===== src/rtl/tx_footprint_tracker.sv =====
module tx_footprint_tracker #(
  parameter int SETS   = 4,
  parameter int WAYS   = 8,
  parameter int TAG_W  = 12,
  parameter int CODE_W = 8,
  localparam int SET_W  = (SETS > 1) ? $clog2(SETS) : 1,
  localparam int WAY_W  = (WAYS > 1) ? $clog2(WAYS) : 1,
  localparam int STAT_W = CODE_W + 3
) (
  input  logic              clk,
  input  logic              rst_n,
  input  logic [2:0]        cmd_op,
  input  logic [CODE_W-1:0] cmd_code,
  input  logic              acc_valid,
  input  logic              acc_store,
  input  logic [SET_W-1:0]  acc_set,
  input  logic [TAG_W-1:0]  acc_tag,
  input  logic              snp_valid,
  input  logic              snp_write,
  input  logic [SET_W-1:0]  snp_set,
  input  logic [TAG_W-1:0]  snp_tag,
  output logic              tx_active,
  output logic              commit_pulse,
  output logic              abort_pulse,
  output logic [STAT_W-1:0] abort_status
);

  localparam logic [2:0] OP_BEGIN   = 3'd1;
  localparam logic [2:0] OP_END     = 3'd2;
  localparam logic [2:0] OP_ABORT   = 3'd3;
  localparam logic [2:0] OP_SUSPEND = 3'd4;
  localparam logic [2:0] OP_RESUME  = 3'd5;

  logic [WAYS-1:0]  ln_valid [SETS];
  logic [WAYS-1:0]  ln_rd    [SETS];
  logic [WAYS-1:0]  ln_wr    [SETS];
  logic [TAG_W-1:0] ln_tag   [SETS][WAYS];
  logic             suspended;

  logic [WAYS-1:0] acc_hit, snp_hit;
  logic [WAY_W-1:0] free_idx;
  logic             has_free;

  for (genvar w = 0; w < WAYS; w++) begin : g_match
    assign acc_hit[w] = ln_valid[acc_set][w] && (ln_tag[acc_set][w] == acc_tag);
    assign snp_hit[w] = ln_valid[snp_set][w] && (ln_tag[snp_set][w] == snp_tag);
  end

  always_comb begin
    free_idx = '0;
    has_free = 1'b0;
    for (int w = WAYS - 1; w >= 0; w--) begin
      if (!ln_valid[acc_set][w]) begin
        free_idx = WAY_W'(w);
        has_free = 1'b1;
      end
    end
  end

  logic track_load, track_store, tracking, need_new;
  logic cap_fail, conflict, explicit_ab, do_abort, do_commit, do_begin;

  assign track_load  = tx_active && acc_valid && !acc_store && !suspended;
  assign track_store = tx_active && acc_valid && acc_store;
  assign tracking    = track_load || track_store;
  assign need_new    = tracking && (acc_hit == '0);
  assign cap_fail    = need_new && !has_free;
  assign conflict    = tx_active && snp_valid &&
                       (snp_write ? (snp_hit != '0) : ((snp_hit & ln_wr[snp_set]) != '0));
  assign explicit_ab = tx_active && (cmd_op == OP_ABORT);
  assign do_abort    = cap_fail || conflict || explicit_ab;
  assign do_commit   = tx_active && (cmd_op == OP_END) && !do_abort;
  assign do_begin    = !tx_active && (cmd_op == OP_BEGIN);

  always_ff @(posedge clk) begin
    if (!rst_n) begin
      tx_active    <= 1'b0;
      commit_pulse <= 1'b0;
      abort_pulse  <= 1'b0;
      abort_status <= '0;
      suspended    <= 1'b0;
      for (int s = 0; s < SETS; s++) begin
        ln_valid[s] <= '0;
        ln_rd[s]    <= '0;
        ln_wr[s]    <= '0;
        for (int w = 0; w < WAYS; w++) ln_tag[s][w] <= '0;
      end
    end else begin
      commit_pulse <= do_commit;
      abort_pulse  <= do_abort;
      if (do_begin) begin
        tx_active    <= 1'b1;
        suspended    <= 1'b0;
        abort_status <= '0;
      end else if (do_abort || do_commit) begin
        tx_active <= 1'b0;
        suspended <= 1'b0;
        for (int s = 0; s < SETS; s++) begin
          ln_valid[s] <= '0;
          ln_rd[s]    <= '0;
          ln_wr[s]    <= '0;
        end
        if (do_abort)
          abort_status <= {(explicit_ab ? cmd_code : CODE_W'(0)), cap_fail, conflict, explicit_ab};
      end else if (tx_active) begin
        if (cmd_op == OP_SUSPEND) suspended <= 1'b1;
        if (cmd_op == OP_RESUME)  suspended <= 1'b0;
        if (tracking) begin
          if (!need_new) begin
            if (track_store) ln_wr[acc_set] <= ln_wr[acc_set] | acc_hit;
            else             ln_rd[acc_set] <= ln_rd[acc_set] | acc_hit;
          end else begin
            ln_valid[acc_set][free_idx] <= 1'b1;
            ln_tag[acc_set][free_idx]   <= acc_tag;
            ln_rd[acc_set][free_idx]    <= track_load;
            ln_wr[acc_set][free_idx]    <= track_store;
          end
        end
      end
    end
  end

  p_one_outcome_r8: assert property (@(posedge clk) disable iff (!rst_n)
    !(commit_pulse && abort_pulse));

  p_commit_idle_r7: assert property (@(posedge clk) disable iff (!rst_n)
    commit_pulse |-> !tx_active);

  p_abort_cause_r6: assert property (@(posedge clk) disable iff (!rst_n)
    abort_pulse |-> (!tx_active && abort_status[2:0] != 3'b000));

  p_explicit_code_r6: assert property (@(posedge clk) disable iff (!rst_n)
    (tx_active && cmd_op == OP_ABORT) |=>
      (abort_pulse && abort_status[0] && abort_status[STAT_W-1:3] == $past(cmd_code)));

  p_begin_r7: assert property (@(posedge clk) disable iff (!rst_n)
    (!tx_active && cmd_op == OP_BEGIN) |=> (tx_active && abort_status == '0));

  p_idle_ignore_r10: assert property (@(posedge clk) disable iff (!rst_n)
    (!tx_active && cmd_op != OP_BEGIN) |=> (!tx_active && !commit_pulse && !abort_pulse));

  p_capacity_src_r4: assert property (@(posedge clk) disable iff (!rst_n)
    (abort_pulse && abort_status[2]) |-> $past(tx_active && acc_valid));

endmodule


===== config.mk =====
export PLATFORM = sky130hd
export DESIGN_NAME = tx_footprint_tracker
export DESIGN_NICKNAME = d
export VERILOG_FILES = /design/src/rtl/tx_footprint_tracker.sv
export SDC_FILE = /design/constraint.sdc
export NUM_CORES = 1
export LEC_CHECK = 0
export BUFFER_PORTS_ARGS = -buffer_cell sky130_fd_sc_hd__buf_4
export CAP_MARGIN = 5
export CORE_UTILIZATION = 59
export DETAILED_ROUTE_END_ITERATION = 7
export HOLD_SLACK_MARGIN = 0.15
export PLACE_DENSITY_LB_ADDON = 0.2
export SETUP_SLACK_MARGIN = 0.05
export SLEW_MARGIN = 20
export SYNTH_ARGS = -nofsm -noshare
export SYNTH_HDL_FRONTEND = slang
export SYNTH_SLANG_ARGS = --single-unit

===== constraint.sdc =====
create_clock -name clk -period 13.16 [get_ports clk]
set_input_delay 2.632 -clock clk [delete_from_list [all_inputs] [get_ports clk]]
set_output_delay 2.632 -clock clk [all_outputs]
set_load 0.03 [all_outputs]

==> impl_metrics.py, run 1 <==
metrics = {
    "outcome": {
        "outcome": "complete, no violations",
    },
    "critical_path": {
        "critical_path_class": "in -> reg",
        "path_max_fanout": 80,
        "critPathCaptureType": "register",
        "arrival_ns": 8.50,
        "start_kind": "input pin",
        "crit_required_ns": 13.38,
        "reg2reg_depth": 11,
    },
    "clock_network": {
        "hold_buffers": 0,
        "clk_path_buf_depth": 3,
        "post_cts_buffers": 0,
        "clock_sinks": 463,
        "cts_tree": "yes",
        "clock_latency_ns": 0.60,
        "cts.reportedPaths.clkPinSlew_ns": 0.06,
        "clockRootBuffer": "clkbuf_16",
        "cts-htree-levels": 2,
        "cts_resized": 0,
        "numCtsBuffers": 48,
    },
    "route": {
        "drtIter0Drc": 2375,
        "viasPerCell": 6.82,
        "finalWirelength_mm": 77.7,
        "ant_nets": 0,
        "wl_per_cell_um": 29.7,
        "vias": 17900,
        "dr.pass1.iters": 6,
        "drcViolationCount": 0,
    },
    "flow_run": {
        "maxCapViolCount": 0,
    },
    "power_and_ir_drop": {
        "vdd_drop_max_mv": 0.0859,
        "p_comb_share_pct": 12.5,
        "net-switching-power_uw": 869,
        "pwr-share-clk_pct": 38.8,
        "swShare_pct": 25.1,
        "total_power_uw": 3460,
        "leakage_uw": 0.00973,
        "powerDensity_nw_per_um2": 123,
        "intPower_uw": 2600,
        "pwr-share-seq_pct": 48.7,
    },
    "synth": {
        "yosys.area_share.simple_pct": 13.3,
        "synth.area.mux_share_pct": 19.0,
        "yosysTopAreaCell": "edfxtp_1",
        "syn_inst": 2048,
        "synth_top_family_by_area": "multiplexers",
        "yosysWarnings": 0,
        "synth_top_area_share_pct": 47.9,
        "ys.flop_type": "edfxtp_1",
        "seq_area_frac_synth_pct": 51.5,
        "ys_types": 68,
        "synth.avg_cell_area_um2": 12.7,
        "async_flop_share_pct": 0,
        "synth_edf_count": 416,
        "syn_area_um2": 26100,
        "synth_compound_area_share_pct": 4.35,
        "synth_nets": 2093,
        "synthAdderAreaFrac_pct": 0,
        "synth.ff_latch_count": 463,
        "synth_xor_area_share_pct": 7.63,
        "ys_top_cells_by_area": "edfxtp_1 48%, mux4_2 14%, xnor2_1 6.9%, mux2i_1 4.3%, dfxtp_1 3.6%",
    },
    "finish": {
        "fillerInstances": 3333,
        "seq_area_um2": 13400,
        "fin_cells": 2619,
        "layout.nets": 2042,
        "final_area_um2": 28100,
        "antenna_cells": 0,
        "layout-drive-gt1-share_pct": 18.1,
        "multi_input_area_um2": 11600,
        "area_growth_pct": 7.83,
    },
    "timing": {
        "finalWorstSetupSlack_ns": 4.88,
        "slew_headroom_pct": 26.5,
        "rsz0062_at_grt": "no",
        "period_needed_ns": 8.28,
        "hold_viol_final": 0,
        "tns_ns": 0,
        "report.final.slew_viol_count": 0,
        "skew_ns": 0.0155,
        "period_share_pct": 62.9,
        "setup_viol": 0,
        "fmax_mhz": 121,
        "worstMarginPinSlew_ns": 1.09,
    },
    "global_routing": {
        "first_global_vias": 17800,
        "grt_max_degree": 81,
        "grt_pass1_wl_mm": 116,
        "antenna_found_initial": 2,
        "grt-ovfl-total": 0,
        "globalRouteTotalUtil_pct": 35.6,
    },
    "placed_design": {
        "placedCellCount": 2532,
        "port-buffer-count": 58,
        "dp_hpwl_mm": 49.2,
        "place_area_um2": 26600,
        "dp_slack_ns": 4.13,
        "gp_congestion": 0.980,
    },
    "floorplanning": {
        "start_util_pct": 60.1,
        "coreArea_um2": 43400,
        "die_area_um2": 45000,
        "placementRows": 76,
        "die_w_um": 212,
        "io_pins": 59,
        "dieHeight_um": 212,
    },
    "hold_path": {
        "hp-class": "reg -> reg",
        "hold_path_depth": 1,
    },
}
==> per-stage QoR <==
| step | hold WS, ns | utilization, % |
|---|---|---|
| floorplan | 0.438 | - |
| global placement | 0.449 | 61.3 |
| detailed placement | 0.458 | 61.3 |
| CTS | 0.476 | 64.8 |
| global route | 0.499 | 64.8 |
| finish | 0.474 | 64.8 |
==> synth_stat cells (39+ instances only) <==
master and count:
o21ai_0 39, mux4_2 167, nor3_1 134, edfxtp_1 416, and3_1 62, xnor2_1 205
nor2_1 210, clkbuf_1 97, and2_1 86, dfxtp_1 47, nand2_1 76, buf_2 56
mux2i_1 111
==> flip-flops by register name (all words and copies together), names as in the netlist <==
signal and flops:
abort_pulse 1, abort_status 11, commit_pulse 1, ln_tag 384, ln_valid 32, ln_wr 32
suspended 1, tx_active 1
==> layer usage <==
metal	GRT usage [%]	wire length (µm)	vias up
li1	-	-	7578
met1	49.8	29100	8936
met2	54.8	35400	1149
met3	5.76	9420	209
met4	16.6	3840	0
met5	0	0	-
==> layout make-up <==
| type | instances | area share (%) |
|---|---|---|
| clock inverters | 25 | 0.814 |
| clock buffers | 62 | 4.57 |
| flip-flops and latches | 463 | 47.8 |
| well taps | 585 | 2.60 |
| multi-input cells | 1363 | 41.2 |
| repair buffers | 100 | 2.72 |
| inverters | 21 | 0.280 |
==> layout by cell type (no fill, tap or decap), types with 6 or more instances in the layout <==
master     count
nor2_1       209
clkbuf_1      12
nand2b_1      17
inv_1         12
edfxtp_1     416
clkbuf_16     49
xor2_1        22
mux2_2         7
and3_1        62
nor4_1        11
dfxtp_1       47
buf_4         97
o21ai_0       30
a32o_1         8
nand4_1       33
or2_2          7
xnor2_1      205
a21oi_1       19
o211ai_1      10
a22o_1        12
o22ai_1        6
clkinv_2       6
a21o_1        10
mux2i_1      111
and2_1        86
o2bb2ai_1     10
nand3_1       29
clkinv_1      15
nor3_1       134
nand2_1       75
mux4_2       167
==> kinds of logic after synthesis <==
logic type,Yosys count
simple gates,694
xor+xnor,227
mux,285
buf+inv,222
compound gates,157
flops,463
==> worst paths after layout <==
| check | to | from | slack [ns] |
|---|---|---|---|
| setup reg to reg | ln_tag[1][58] | ln_tag[0][64] | 8.12 |
| hold / removal | ln_valid[0][3] | ln_valid[0][3] | 0.47 |
| hold reg to reg | ln_valid[0][3] | ln_valid[0][3] | 0.47 |
| setup / recovery | ln_tag[2][71] | snp_set[1] | 4.88 |
==> power by group through the flow <==
stage / combinational [µW] / clock (µW) / sequential, µW
finish: 433 / 1340 / 1690
global route: 454 / 1410 / 1690
CTS: 427 / 1350 / 1690
detailed placement: 426 / 0 / 1720
global placement: 420 / 0 / 1710
floorplan: 310 / 0 / 1700
==> worst max-delay path: stages <==
cell	delay (ns)
buf_6	0.66
buf_4	0.92
mux2i_1	0.31
xor2_1	0.09
and3_1	0.20
o211ai_1	0.32
o221ai_1	0.25
nor4_1	0.37
a21oi_1	0.27
a211oi_4	0.68
nand2_1	0.65
o21ai_1	0.94
No activity file was read; power rests on OpenSTA's default activity.
==> run 2: changes to the inputs <==
--- a/config.mk
+++ b/config.mk
@@ -7,7 +7,7 @@
 export LEC_CHECK = 0
 export BUFFER_PORTS_ARGS = -buffer_cell sky130_fd_sc_hd__buf_4
 export CAP_MARGIN = 5
-export CORE_UTILIZATION = 59
+export CORE_UTILIZATION = 57
 export DETAILED_ROUTE_END_ITERATION = 7
 export HOLD_SLACK_MARGIN = 0.15
 export PLACE_DENSITY_LB_ADDON = 0.2
==> constraint.sdc (replaced) <==
create_clock -name clk -period 6.76 [get_ports clk]
set_input_delay 1.352 -clock clk [delete_from_list [all_inputs] [get_ports clk]]
set_output_delay 1.352 -clock clk [all_outputs]
set_load 0.03 [all_outputs]
==> run 2 against run 1 <==
  * Register-to-register slack lost 5.9 ns
  * First-iteration DRC count down 3.6%
  * Critical path depth grew 1
  * Largest power group unchanged
  * Highest routed layer unchanged
==> impl_metrics.py, run 2 (synthesized netlist as in run 1, its figures left out) <==
metrics = {
    "outcome": {
        "outcome": "complete, no violations",
    },
    "global_routing": {
        "globalRouteTotalUtil_pct": 35.1,
        "grt_max_degree": 74,
        "grt_pass1_wl_mm": 119,
        "antenna_found_initial": 2,
        "first_global_vias": 18400,
        "grt-ovfl-total": 0,
    },
    "clock_network": {
        "clock_latency_ns": 0.60,
        "cts_tree": "yes",
        "clk_path_buf_depth": 3,
        "clock_sinks": 463,
        "hold_buffers": 0,
        "cts-htree-levels": 2,
        "clockRootBuffer": "clkbuf_16",
        "cts_resized": 0,
        "post_cts_buffers": 0,
        "cts.reportedPaths.clkPinSlew_ns": 0.06,
        "numCtsBuffers": 49,
    },
    "power_and_ir_drop": {
        "vdd_drop_max_mv": 0.192,
        "powerDensity_nw_per_um2": 241,
        "leakage_uw": 0.0101,
    },
    "floorplanning": {
        "die_w_um": 216,
        "io_pins": 59,
        "placementRows": 77,
        "coreArea_um2": 44700,
        "dieHeight_um": 216,
        "start_util_pct": 58.3,
        "die_area_um2": 46600,
    },
    "finish": {
        "reg_top3": "ln_tag (384), ln_valid (32), ln_wr (32)",
        "final_common_cell": "edfxtp_1",
        "area_growth_pct": 10.0,
        "layout.nets": 2100,
        "layout-drive-gt1-share_pct": 20.3,
        "final_cell_mix": "416 x edfxtp_1, 209 x nor2_1, 205 x xnor2_1",
        "largest_reg_flops": 384,
        "final_util_pct": 64.2,
        "top_register": "ln_tag",
    },
    "critical_path": {
        "r2r-start": "ln_tag[2][65]",
        "crit_required_ns": 7.05,
        "critical_path_class": "in -> reg",
        "critPathCaptureType": "register",
        "path_max_fanout": 73,
        "arrival_ns": 6.14,
        "start_kind": "input pin",
        "crit_start": "snp_set[1]",
    },
    "timing": {
        "hold_viol_final": 0,
        "fmax_mhz": 171,
        "finalWorstSetupSlack_ns": 0.910,
        "rsz0062_at_grt": "no",
        "period_needed_ns": 5.85,
        "tns_ns": 0,
        "slew_headroom_pct": 33.2,
        "setup_viol": 0,
        "period_share_pct": 86.5,
        "worstMarginPinSlew_ns": 1.00,
        "skew_ns": 0.0241,
        "report.final.slew_viol_count": 0,
    },
    "hold_path": {
        "hp-class": "reg -> reg",
        "hp-start": "ln_valid[2][2]",
    },
    "route": {
        "viasPerCell": 6.85,
        "ant_nets": 0,
        "wl_per_cell_um": 30.0,
        "drcViolationCount": 0,
        "dr.pass1.iters": 6,
        "drtIter0Drc": 2290,
        "finalWirelength_mm": 80.4,
        "vias": 18400,
    },
    "placed_design": {
        "dp_hpwl_mm": 51.7,
        "dp_slack_ns": 0.551,
        "gp_congestion": 0.942,
        "port-buffer-count": 58,
    },
    "flow_run": {
        "maxCapViolCount": 0,
    },
}
==> run 2: cell count changes in the layout (fill, tap and decap cells not counted), moves of 2 or more <==
cell | previous run | this run
o21ai_1 | 5 | 11
clkinv_1 | 15 | 11
o21ai_2 | 5 | 0
clkbuf_8 | 1 | 4
bufinv_16 | 4 | 6
buf_4 | 97 | 148
buf_12 | 0 | 6
inv_6 | 2 | 0
==> run 2: path summary, 6_finish.rpt <==
path / to / cells after the start / slack (ns)
setup / recovery: ln_tag[0][79] / 13 / 0.91
hold / removal: ln_valid[2][2] / 1 / 0.47
setup reg to reg: ln_tag[0][79] / 11 / 2.20
hold reg to reg: ln_valid[2][2] / 1 / 0.47
==> run 2: worst max-delay path: stages <==
cell and delay [ns]:
buf_6 0.70, buf_4 0.42, mux2i_1 0.28, xnor2_1 0.17, o32ai_1 0.15, o211ai_1 0.12
nor4b_1 0.12, a2111oi_0 0.57, nand2_1 0.31, a211oi_4 0.75, nand2_1 0.52, o21ai_1 0.34
buf_4 0.21
==> run 2: area by class of cell <==
type                       instances  area, µm²
antenna                            1       2.50
clock buffer                      65       1330
clock inverter                    23        270
fill                            3396      16000
inverter                          21       78.8
multi-input combinational       1363      11600
sequential                       463      13400
tap                              592        741
timing repair buffer             157       1270
==> run 2: power by group <==
group / internal [µW] / switching [µW]
Clock: 1600 / 1140
Combinational: 357 / 519
Sequential: 3220 / 60.1
==> run 2: stage by stage <==
stage          hold slack (ns)  instances  cell area, µm²  power [µW]
2_1_floorplan            0.438       2048           26100        3920
3_3_place_gp             0.451       2596           27100        4180
3_5_place_dp             0.456       2596           27100        4200
4_1_cts                  0.470       2684           28700        6900
5_1_grt                  0.493       2684           28700        7070
6_report                 0.470       2685           28700        6900
==> run 2: metal layers <==
layer / vias up / share of wire [%] / global-route usage, %
met5: - / 0 / 0
met4: 0 / 5.5 / 18.4
met3: 254 / 11 / 6.86
met2: 1166 / 46 / 54.2
met1: 9285 / 37 / 47.2
li1: 7690 / - / -
==> run 3: changes to the inputs <==
--- a/config.mk
+++ b/config.mk
@@ -11,6 +11,7 @@
 export DETAILED_ROUTE_END_ITERATION = 7
 export HOLD_SLACK_MARGIN = 0.15
 export PLACE_DENSITY_LB_ADDON = 0.2
+export RECOVER_POWER = 100
 export SETUP_SLACK_MARGIN = 0.05
 export SLEW_MARGIN = 20
 export SYNTH_ARGS = -nofsm -noshare
==> run 3 against run 2 <==
  * The flow now finishes with violations (max-capacitance violations, max-slew violations)
  * Global-route usage unchanged
  * Clock power about the same
  * Sequential share of layout area up 0.42 points
  * Sequential power about the same
  * Highest routed layer unchanged
  * Worst hold slack better by 0.00097 ns
  * Register-to-register slack worse by 0.45 ns
  * Clock-buffer cell count unchanged
  * Cell count unchanged
  * Total power about the same
  * Die area unchanged
  * Setup slack worse by 0.39 ns
  * Flip-flop and latch count unchanged
==> impl_metrics.py, run 3 (synthesized netlist as in run 1, its figures left out) <==
metrics = {
    "finish": {
        "fin_cells": 2685,
        "fillerInstances": 3456,
        "final_common_cell": "edfxtp_1",
        "layout.nets": 2100,
        "top_register": "ln_tag",
        "final_cell_mix": "416 x edfxtp_1, 209 x nor2_1, 205 x xnor2_1",
        "layout-drive-gt1-share_pct": 17.3,
        "final_area_um2": 28400,
        "area_growth_pct": 9.06,
        "largest_reg_flops": 384,
        "reg_top3": "ln_tag (384), ln_valid (32), ln_wr (32)",
    },
    "timing": {
        "period_share_pct": 92.3,
        "report.final.slew_viol_count": 50,
        "tns_ns": 0,
        "rsz0062_at_grt": "no",
        "fmax_mhz": 160,
        "skew_ns": 0.0214,
        "hold_viol_final": 0,
        "worstMarginPinSlew_ns": 1.74,
        "period_needed_ns": 6.24,
        "slew_headroom_pct": -16.2,
        "finalWorstSetupSlack_ns": 0.520,
        "setup_viol": 0,
    },
    "critical_path": {
        "worstSetupEndpoint": "ln_wr[1][0]",
        "reg2reg_depth": 10,
        "critical_path_class": "in -> reg",
        "critPathMostFrequentCell": "nor2_1",
        "path_max_fanout": 53,
        "path_cells": "buf_8, buf_4, mux4_2, xnor2_1, nand4_1, a2111oi_0, nor2_1, nand4bb_1, nor2_1, a211o_1, nor3_1, o21ai_0",
        "arrival_ns": 6.49,
        "crit_start": "acc_set[0]",
        "ff2ff_setup_slack_ns": 1.75,
        "slowest_delay_ns": 1.21,
        "timing.rr.end": "ln_wr[1][0]",
        "crit_required_ns": 7.01,
        "start_kind": "input pin",
        "critPathCaptureType": "register",
        "r2r-start": "ln_tag[3][68]",
        "cp_slowest_cell": "nor3_1",
    },
    "clock_network": {
        "clockRootBuffer": "clkbuf_16",
        "clock_latency_ns": 0.60,
        "cts-htree-levels": 2,
        "clk_path_buf_depth": 3,
        "clock_sinks": 463,
        "numCtsBuffers": 49,
        "cts.reportedPaths.clkPinSlew_ns": 0.06,
        "hold_buffers": 0,
        "post_cts_buffers": 0,
        "cts_resized": 0,
        "cts_tree": "yes",
    },
    "placed_design": {
        "dp_slack_ns": 0.551,
        "gp_congestion": 0.942,
        "placedCellCount": 2596,
        "port-buffer-count": 58,
        "place_area_um2": 27100,
        "dp_hpwl_mm": 51.7,
    },
    "power_and_ir_drop": {
        "powerDensity_nw_per_um2": 242,
        "vdd_drop_max_mv": 0.193,
        "total_power_uw": 6890,
        "leakage_uw": 0.00982,
    },
    "floorplanning": {
        "io_pins": 59,
        "dieHeight_um": 216,
        "die_area_um2": 46600,
        "start_util_pct": 58.3,
        "coreArea_um2": 44700,
        "placementRows": 77,
        "die_w_um": 216,
    },
    "route": {
        "wl_per_cell_um": 29.9,
        "finalWirelength_mm": 80.4,
        "drcViolationCount": 0,
        "dr.pass1.iters": 5,
        "ant_nets": 0,
        "viasPerCell": 6.86,
        "drtIter0Drc": 2249,
        "vias": 18400,
    },
    "global_routing": {
        "first_global_vias": 18400,
        "globalRouteTotalUtil_pct": 35.1,
        "grt_pass1_wl_mm": 119,
        "antenna_found_initial": 2,
        "grt-ovfl-total": 0,
        "grt_max_degree": 74,
    },
    "flow_run": {
        "maxCapViolCount": 2,
    },
    "hold_path": {
        "hp-class": "reg -> reg",
    },
    "outcome": {
        "violations": "max-capacitance violations, max-slew violations",
        "outcome": "finished with violations",
    },
}
-- run 3: cell types whose count changed in the layout (fill, tap and decap cells not counted), moves of 4 or more --
cell	previous run	this run
buf_4	148	91
clkbuf_1	12	68
and2_0	0	39
and2_1	86	47
o21ai_0	29	39
o21ai_1	11	1
nand3_1	29	33
nand3_2	4	0
-- run 3: final cells by class --
cell class | count | area [µm²] | area share, %
clock inverter | 23 | 270 | 0.951
timing repair buffer | 157 | 1060 | 3.71
multi-input combinational | 1363 | 11500 | 40.5
inverter | 21 | 78.8 | 0.277
clock buffer | 65 | 1330 | 4.66
sequential | 463 | 13400 | 47.2
antenna | 1 | 2.50 | 0.00880
tap | 592 | 741 | 2.61
-- run 3: worst min-delay path by stage --
stage / start / endpoint / cells after the start
after floorplan: ln_valid[2][2] / ln_valid[2][2] / 1
after global placement: ln_valid[0][2] / ln_valid[0][2] / 1
after detailed placement: ln_valid[2][2] / ln_valid[2][2] / 1
after CTS: ln_valid[2][2] / ln_valid[2][2] / 1
after global routing: ln_valid[3][3] / ln_valid[3][3] / 1
final: ln_valid[2][2] / ln_valid[2][2] / 1
-- run 3: power by group --
group	switching, µW	total, µW	internal, µW
logic	517	867	350
clock network	1140	2740	1600
registers	59.8	3280	3220
-- run 3: worst max-delay path: cells and delay by family --
kind	cells	cell delay [ns]
AND/OR/NAND/NOR	5	1.77
AO/OA/AOI/OAI	3	1.72
buffers and inverters	2	0.84
multiplexers	1	0.56
XOR/XNOR	1	0.16
-- run 3: through the flow --
| stage | utilization [%] | hold WS [ns] |
|---|---|---|
| after floorplan | - | 0.438 |
| after global placement | 60.6 | 0.451 |
| after detailed placement | 60.6 | 0.456 |
| after CTS | 64.2 | 0.470 |
| after global routing | 63.6 | 0.493 |
| final | 63.6 | 0.471 |
-- run 3: per-layer routing --
metal | vias to the layer above | share of wire [%] | track usage (%) | routed length, µm
met5 | - | 0 | 0 | 0
met3 | 271 | 12 | 6.86 | 9300
met4 | 0 | 5.7 | 18.4 | 4570
met2 | 1169 | 45 | 54.2 | 36400
met1 | 9294 | 37 | 47.2 | 30100
li1 | 7698 | - | - | -
